File: config.mk
export PLATFORM = sky130hd
export DESIGN_NAME = alu_core
export DESIGN_NICKNAME = d
export VERILOG_FILES = /design/src/rtl/alu_pkg.sv /design/src/rtl/alu_cla_group.sv /design/src/rtl/alu_cla_adder.sv /design/src/rtl/alu_flags.sv /design/src/rtl/alu_core.sv
export SDC_FILE = /design/constraint.sdc
export NUM_CORES = 1
export LEC_CHECK = 0
export BUFFER_PORTS_ARGS = -buffer_cell sky130_fd_sc_hd__buf_2
export CAP_MARGIN = 20
export CORE_ASPECT_RATIO = 0.6
export CORE_UTILIZATION = 40
export DETAILED_ROUTE_END_ITERATION = 8
export PLACE_DENSITY = 0.72
export SYNTH_ARGS = -nofsm -noshare
export SYNTH_HDL_FRONTEND = slang
export SYNTH_SLANG_ARGS = --single-unit
File: constraint.sdc
create_clock -name vclk -period 14.2
set_input_delay 2.84 -clock vclk [all_inputs]
set_output_delay 2.84 -clock vclk [all_outputs]
set_load 0.01 [all_outputs]
File: src/rtl/alu_pkg.sv
package alu_pkg;
  localparam int unsigned OP_W = 3;

  typedef enum logic [OP_W-1:0] {
    OP_AND = 3'b000,
    OP_OR  = 3'b001,
    OP_ADD = 3'b010,
    OP_SUB = 3'b110,
    OP_SLT = 3'b111
  } alu_op_e;

  typedef enum logic [1:0] {
    SEL_AND  = 2'b00,
    SEL_OR   = 2'b01,
    SEL_SUM  = 2'b10,
    SEL_LESS = 2'b11
  } res_sel_e;
endpackage

File: src/rtl/alu_cla_group.sv
module alu_cla_group #(
  parameter int unsigned N = 4
) (
  input  logic [N-1:0] a_i,
  input  logic [N-1:0] b_i,
  input  logic         cin_i,
  output logic [N-1:0] sum_o,
  output logic         gen_o,
  output logic         prop_o
);
  logic [N-1:0] g, p, c;

  assign g = a_i & b_i;
  assign p = a_i ^ b_i;

  // carries in expanded sum-of-products form, no bit-to-bit ripple
  always_comb begin
    c[0] = cin_i;
    for (int i = 1; i < N; i++) begin
      logic acc, run;
      acc = 1'b0;
      run = 1'b1;
      for (int j = i - 1; j >= 0; j--) begin
        acc = acc | (run & g[j]);
        run = run & p[j];
      end
      c[i] = acc | (run & cin_i);
    end
  end

  always_comb begin
    logic acc, run;
    acc = 1'b0;
    run = 1'b1;
    for (int j = N - 1; j >= 0; j--) begin
      acc = acc | (run & g[j]);
      run = run & p[j];
    end
    gen_o  = acc;
    prop_o = run;
  end

  assign sum_o = p ^ c;
endmodule

File: src/rtl/alu_cla_adder.sv
module alu_cla_adder #(
  parameter int unsigned WIDTH = 32,
  parameter int unsigned GROUP = 4
) (
  input  logic [WIDTH-1:0] a_i,
  input  logic [WIDTH-1:0] b_i,
  input  logic             cin_i,
  output logic [WIDTH-1:0] sum_o,
  output logic             c_msb_o,
  output logic             cout_o
);
  localparam int unsigned NG = WIDTH / GROUP;

  logic [NG-1:0] gg, gp;
  logic [NG:0]   gc;

  // second lookahead level across groups
  always_comb begin
    gc[0] = cin_i;
    for (int k = 1; k <= NG; k++) begin
      logic acc, run;
      acc = 1'b0;
      run = 1'b1;
      for (int j = k - 1; j >= 0; j--) begin
        acc = acc | (run & gg[j]);
        run = run & gp[j];
      end
      gc[k] = acc | (run & cin_i);
    end
  end

  for (genvar k = 0; k < NG; k++) begin : g_grp
    alu_cla_group #(.N(GROUP)) u_grp (
      .a_i   (a_i[k*GROUP +: GROUP]),
      .b_i   (b_i[k*GROUP +: GROUP]),
      .cin_i (gc[k]),
      .sum_o (sum_o[k*GROUP +: GROUP]),
      .gen_o (gg[k]),
      .prop_o(gp[k])
    );
  end

  assign cout_o  = gc[NG];
  // carry into the MSB recovered from its sum and operand bits
  assign c_msb_o = sum_o[WIDTH-1] ^ a_i[WIDTH-1] ^ b_i[WIDTH-1];

  always_comb begin
    assert ({cout_o, sum_o} == ({1'b0, a_i} + {1'b0, b_i} + {{WIDTH{1'b0}}, cin_i}))
      else $error("a_r3_adder_sum mismatch");
  end
endmodule

File: src/rtl/alu_flags.sv
module alu_flags #(
  parameter int unsigned WIDTH = 32
) (
  input  logic [WIDTH-1:0] result_i,
  input  logic             sum_msb_i,
  input  logic             c_msb_i,
  input  logic             cout_i,
  output logic             zero_o,
  output logic             ovf_o,
  output logic             less_o
);
  assign zero_o = ~|result_i;
  assign ovf_o  = c_msb_i ^ cout_i;
  // sign corrected by overflow gives the true signed compare
  assign less_o = sum_msb_i ^ ovf_o;
endmodule

File: src/rtl/alu_core.sv
module alu_core
  import alu_pkg::*;
#(
  parameter int unsigned WIDTH = 32,
  parameter int unsigned GROUP = 4
) (
  input  logic [WIDTH-1:0] a_i,
  input  logic [WIDTH-1:0] b_i,
  input  logic [OP_W-1:0]  op_i,
  output logic [WIDTH-1:0] result_o,
  output logic             zero_o,
  output logic             overflow_o,
  output logic             carry_o
);
  logic             negate;
  logic [WIDTH-1:0] b_eff, sum, sel_res, less_vec;
  logic             c_msb, cout, ovf_raw, less, op_valid, op_arith;
  res_sel_e         sel;

  assign negate = op_i[2];
  assign sel    = res_sel_e'(op_i[1:0]);
  assign b_eff  = negate ? ~b_i : b_i;

  alu_cla_adder #(.WIDTH(WIDTH), .GROUP(GROUP)) u_add (
    .a_i    (a_i),
    .b_i    (b_eff),
    .cin_i  (negate),
    .sum_o  (sum),
    .c_msb_o(c_msb),
    .cout_o (cout)
  );

  alu_flags #(.WIDTH(WIDTH)) u_flags (
    .result_i (result_o),
    .sum_msb_i(sum[WIDTH-1]),
    .c_msb_i  (c_msb),
    .cout_i   (cout),
    .zero_o   (zero_o),
    .ovf_o    (ovf_raw),
    .less_o   (less)
  );

  assign less_vec = {{(WIDTH-1){1'b0}}, less};

  always_comb begin
    unique case (sel)
      SEL_AND:  sel_res = a_i & b_eff;
      SEL_OR:   sel_res = a_i | b_eff;
      SEL_SUM:  sel_res = sum;
      SEL_LESS: sel_res = less_vec;
      default:  sel_res = '0;
    endcase
  end

  always_comb begin
    unique case (op_i)
      OP_AND, OP_OR, OP_ADD, OP_SUB, OP_SLT: op_valid = 1'b1;
      default:                               op_valid = 1'b0;
    endcase
  end

  assign op_arith   = (op_i == OP_ADD) || (op_i == OP_SUB);
  assign result_o   = op_valid ? sel_res : '0;
  assign overflow_o = op_arith & ovf_raw;
  assign carry_o    = cout;

  always_comb begin
    if (op_i == OP_SUB)
      assert (result_o == a_i - b_i) else $error("a_r4_sub_result");
    if (op_i == OP_SLT)
      assert (result_o == {{(WIDTH-1){1'b0}}, ($signed(a_i) < $signed(b_i))})
        else $error("a_r5_slt_result");
    if (!op_arith)
      assert (!overflow_o) else $error("a_r7_no_overflow");
    if (!op_valid)
      assert (result_o == '0 && zero_o) else $error("a_r9_unused_zero");
  end
endmodule

# Word-level counts from Yosys, hierarchy flattened
# Cells that the tools add are included.
dict set report classes {
  eq_ne 7
  mux 4
  bitwise_logic 324
  reduce_logical 6
}
# operator n
set op_table {}
lappend op_table {{1-bit bitwise AND} 185}
lappend op_table {{32-bit one-hot mux with 4 select lines} 1}
lappend op_table {{1-bit OR} 108}
lappend op_table {{32-bit two-way mux} 2}
lappend op_table {{4-bit XOR} 16}
lappend op_table {{32-bit bitwise AND} 1}
lappend op_table {{4-bit bitwise AND} 8}
lappend op_table {{32-bit inverter} 1}
lappend op_table {{32-bit OR} 1}
lappend op_table {{32-bit OR reduction} 1}
lappend op_table {{3-bit == test, second input constant} 2}
lappend op_table {{5-bit OR reduction} 1}
lappend op_table {{2-bit == test, second input constant} 2}
lappend op_table {{1-bit XOR} 4}
lappend op_table {{3-bit by 1-bit == test with 1-bit output, second input constant} 1}
lappend op_table {{3-bit by 2-bit == test with 1-bit output, second input constant} 1}
lappend op_table {{3-bit zero test} 1}
lappend op_table {{2-bit by 1-bit == test with 1-bit output, second input constant} 1}
lappend op_table {{2-bit zero test} 1}
lappend op_table {{1-bit zero test} 1}
lappend op_table {{1-bit logical OR} 1}
lappend op_table {{1-bit two-way mux} 1}
dict set report word_totals {
  regBits 0
  input_bits 67
  output_inout_bits 35
  word_cells 341
}

# Logic depth before layout (Yosys ltp)
dict set report depth {
  word_depth 26
  depth_mapped 20
}

# Modules after synthesis
# A second synthesis with hierarchy kept.
dict set report hier_totals {
  hier_cells 286
  area_unflattened_um2 2519.9
}
# mod instances cells_per_inst area_per_inst_um2 seq_area_each_um2
set modules_own_cells {}
lappend modules_own_cells {alu_core 1 115 1047.3 0.0}
lappend modules_own_cells {{alu_cla_group (u_add.g_grp[2].u_grp ...)} 6 17 155.1 0.0}
lappend modules_own_cells {{alu_cla_group (u_add.g_grp[0].u_grp ...)} 2 21 170.2 0.0}
lappend modules_own_cells {alu_cla_adder 1 14 111.4 0.0}
lappend modules_own_cells {alu_flags 1 13 90.1 0.0}

# Worst setup path after synthesis
# OpenSTA, ideal clock, no wires.
dict set report synth_path {
  path_kind {input port to output port}
  start {in op_i[2]}
  end {out zero_o}
  t_arrival_ps 7360
  required_time_ps 11360
  path_slack_ps 4000
  cell_stages 20
  path_buffers 2
  cell_sequence {buf_2 > buf_1 > xor2_1 > inv_1 > ha_1 > a21oi_1 > o21ai_0 > nand2b_1 > a211o_1 > nand3b_1 > a21oi_1 > fa_1 > xor2_1 > o22ai_1 > nor4_1 > nand4_1 > or4_1 > a2111o_1 > nor4_1 > and3_1}
}
# item line_no
set synth_lines {}
lappend synth_lines {{start: declaration} alu_core.sv:9} ;# input logic [OP_W-1:0] op_i,
lappend synth_lines {{32-bit two-way mux} alu_core.sv:22} ;# assign b_eff = negate ? ~b_i : b_i;
lappend synth_lines {{4-bit XOR or 4-bit bitwise AND (tied branches)} {alu_cla_group.sv:14, alu_cla_group.sv:13}}
lappend synth_lines {{1-bit bitwise AND, on equally long branches} {alu_cla_group.sv:36, alu_cla_group.sv:37}}
lappend synth_lines {{1-bit OR (tied with other cells)} alu_cla_group.sv:36} ;# acc = acc | (run & g[j]);
lappend synth_lines {{1-bit OR or 1-bit bitwise AND (tied branches)} alu_cla_group.sv:36}
lappend synth_lines {{1-bit OR} alu_cla_group.sv:36}
lappend synth_lines {{1-bit bitwise AND} alu_cla_adder.sv:25} ;# acc = acc | (run & gg[j]);
lappend synth_lines {{1-bit OR (5 in series)} alu_cla_adder.sv:25}
lappend synth_lines {{1-bit OR} alu_cla_adder.sv:28} ;# gc[k] = acc | (run & cin_i);
lappend synth_lines {{1-bit bitwise AND} alu_cla_group.sv:27} ;# c[i] = acc | (run & cin_i);
lappend synth_lines {{1-bit OR} alu_cla_group.sv:27}
lappend synth_lines {{4-bit XOR} alu_cla_group.sv:43} ;# assign sum_o = p ^ c;
lappend synth_lines {{32-bit one-hot mux with 4 select lines} alu_core.sv:46} ;# unique case (sel)
lappend synth_lines {{32-bit two-way mux (*)} alu_core.sv:63} ;# assign result_o = op_valid ? sel_res : '0;
lappend synth_lines {{named net result_o[25]} alu_core.sv:10} ;# output logic [WIDTH-1:0] result_o,
lappend synth_lines {{32-bit OR reduction (*)} alu_flags.sv:12} ;# assign zero_o = ~|result_i;
lappend synth_lines {{1-bit zero test (*)} alu_flags.sv:12}
lappend synth_lines {{end: declaration} alu_core.sv:11} ;# output logic zero_o,
# The timed path passes the listed nets; every way through them passes the cells marked *.

# Worst setup path after layout
dict set report layout_path {
  start {in op_i[2]}
  end {out zero_o}
}
dict set report layout_between {
  elab_chain_cells 25
}
# item line_no
set layout_lines {}
lappend layout_lines {{32-bit two-way mux} alu_core.sv:22}
lappend layout_lines {{4-bit XOR or 4-bit bitwise AND (tied branches)} {alu_cla_group.sv:14, alu_cla_group.sv:13}}
lappend layout_lines {{1-bit bitwise AND, on equally long branches} {alu_cla_group.sv:36, alu_cla_group.sv:37}}
lappend layout_lines {{1-bit OR (tied with other cells)} alu_cla_group.sv:36}
lappend layout_lines {{1-bit OR or 1-bit bitwise AND (tied branches)} alu_cla_group.sv:36}
lappend layout_lines {{1-bit OR} alu_cla_group.sv:36}
lappend layout_lines {{1-bit bitwise AND} alu_cla_adder.sv:25}
lappend layout_lines {{1-bit OR (6 in series)} alu_cla_adder.sv:25}
lappend layout_lines {{[3 not listed]} -}
lappend layout_lines {{4-bit XOR} alu_cla_group.sv:43}
lappend layout_lines {{1-bit XOR (2 in series)} alu_cla_adder.sv:45} ;# assign c_msb_o = sum_o[WIDTH-1] ^ a_i[WIDTH-1] ^ b_i[WIDTH-1];
lappend layout_lines {{1-bit XOR} alu_flags.sv:13} ;# assign ovf_o = c_msb_i ^ cout_i;
lappend layout_lines {{1-bit XOR} alu_flags.sv:15} ;# assign less_o = sum_msb_i ^ ovf_o;
lappend layout_lines {{32-bit one-hot mux with 4 select lines} alu_core.sv:46}
lappend layout_lines {{32-bit two-way mux (*)} alu_core.sv:63}
lappend layout_lines {{32-bit OR reduction (*)} alu_flags.sv:12}
lappend layout_lines {{1-bit zero test (*)} alu_flags.sv:12}
# Every way passes the cells marked *; elsewhere a longest branch is shown, timed or not.

==> impl_metrics.yaml <==
logic_synthesis:
  synth_top_cell_by_area: "ha_1"
  yosysMostFrequentCell: "inv_1"
  synth_area_leaders: "ha_1, xor2_1, inv_1, o21ai_0, nand2_1"
  avgSynthCellArea_um2: 6.88
  synth_common_cells: "inv_1, ha_1, nand2_1, o21ai_0, xor2_1"
  seq_area_frac_synth_pct: 0
  synth_warnings: 0
  synth.distinct_cells: 55
  synthCells: 495
  syn_area_mm2: 0.00340
  synth_nets: 633
  synth_top_area_share_pct: 23.5
place:
  hpwl_um: 8320
  gp_congestion: 0.895
  dp_cells: 687
  port_buffers: 102
power_and_ir_drop:
  power_density_mw_per_mm2: 52.2
  peakVddDrop_mv: 0.0254
  power_leakage_uw: 0.00213
grt:
  first_global_vias: 3391
  grt_pass1_wl_um: 16300
  grt_max_degree: 63
  grt_use_total_pct: 22.6
  antenna_found_initial: 0
  grt-ovfl-total: 0
cells_and_area:
  fin_cells: 687
  diodes: 0
  area_delta_synth_final_pct: 15.4
  multi_input_area_mm2: 0.00298
  ff_latch_area_um2: 0
  fin_nets: 719
  num-clock-buffers: 0
  drive_gt1_share_pct: 19.2
  seq_cells: 0
  num-fill-cells: 842
sta:
  hold_viol: 0
  rsz0062_at_grt: "no"
  fin_tns_setup_ns: 0
  slew_headroom_pct: 53.8
  worst_slew_pin_slew_ns: 0.685
  post-route-period-util_pct: 78.2
  setup_violations: 0
  fin_crit_ns: 11.11
  fmax_ghz: 0.0900
  slew_viol_final: 0
route:
  drt_iter0_markers: 298
  vias: 3704
  routed_via_density: 5.39
  dr.pass1.iters: 5
  wl_per_cell_um: 14.8
  drcViolationCount: 0
  routed_wl_um: 10100
  antenna_left: 0
floorplanning:
  die_w_um: 121
  rows: 25
  coreArea_mm2: 0.00807
  initial_utilization_pct: 42.2
  die_area_mm2: 0.00890
  die_y_um: 73.5
  ios: 102
setup_path:
  startpoint_type: "primary input"
  critPathCaptureType: "output pin"
  worstPathArrival_ns: 8.27
  path_max_fanout: 39
  crit_type: "in -> out"
  cp_slowest_cell: "buf_4"
  crit_required_ns: 11.36
  crit_chain: "buf_2 > buf_4 > xor2_1 > inv_1 > ha_1 > a21oi_1 > o21ai_0 > nand2b_1 > a211o_1 > nand3b_1 > a21oi_1 > fa_1 > xor2_1 > o22ai_1 > nor4_1 > nand4_1 > or4_1 > a2111o_1 > nor4_1 > and3_1 > buf_2"
  slowest_delay_ns: 0.50
run_status:
  status: "completed"
clock_tree:
  cts_hold_buf: 0
  post_cts_buffers: 0
  cts_resized: 0
worst_hold_path:
  hold_class: "in -> out"
job:
  drv_cap: 0
## cell type report
| class | count | share of cell area (%) |
|---|---|---|
| inverters | 74 | 7.07 |
| multi-input cells | 400 | 75.9 |
| well taps | 108 | 3.44 |
| repair buffers | 105 | 13.6 |
## path summary, 6_finish.rpt
kind	from	endpoint	slack (ns)	depth (start not counted)
setup / recovery	op_i[2]	zero_o	3.09	21
hold / removal	a_i[12]	result_o[12]	6.27	5
## per-layer routing
| layer | GRT usage (%) | vias up | routed length [um] |
|---|---|---|---|
| li1 | - | 1866 | - |
| met1 | 33.5 | 1691 | 5050 |
| met2 | 35.6 | 145 | 4210 |
| met3 | 3.49 | 2 | 870 |
| met4 | 1.10 | 0 | 17 |
| met5 | 0 | - | 0 |
## cells in the final DEF, fill, tap and decap left out, types with 2 or more instances in the layout
master	instances
o32ai_1	2
nor2_1	33
o21ai_1	5
nand4_1	6
xnor2_1	14
nor3_1	12
and2_1	4
nand3_1	7
or2_2	2
a31oi_1	6
buf_4	3
inv_1	74
a2111oi_0	3
mux2i_1	10
nand3b_1	3
and4_1	3
a2111o_1	2
a211oi_1	4
a22oi_1	4
nand2_1	43
o21ai_0	41
ha_1	64
buf_2	102
a22o_1	2
nor4_1	4
and3_1	3
o2111ai_1	2
nand2b_1	3
a21oi_1	26
a21o_1	7
o22ai_1	15
fa_1	7
xor2_1	38
o21a_1	6
o311a_1	2
## power breakdown
part	internal (uW)	leakage, uW	switching [uW]
clock	0	0	0
sequential	0	0	0
combinational	82.8	0.00213	122
total	82.8	0.00213	122
## kinds of logic after synthesis
group / count (synthesis) / synth area share, %
xor+xnor: 52 / 13.4
fa+ha+maj: 71 / 27.6
mux: 10 / 2.94
simple gates: 130 / 18.4
compound gates: 137 / 25.3
buf+inv: 95 / 12.3
## critical path: cells and delay by family
kind	cells	cell delay [ns]
adders and majority gates	2	0.78
xor gates and xnor gates	2	0.38
and+or+nand+nor	7	1.94
AOI/OAI and AO/OA	6	1.56
buffers and inverters	4	0.76
## through the flow
step                setup WS (ns)  instance area, um2  util (%)  hold WS (ns)  total power (uW)
detailed placement           3.10                3930      48.7          6.27               201
global placement             3.20                3930      48.7          6.26               199
finish                       3.09                3930      48.7          6.27               205
floorplan                    4.00                3400         -          5.90               143
CTS                          3.10                3930      48.7          6.27               202
global route                 2.71                3930      48.7          6.33               228
(Power assumes the default switching activity.)
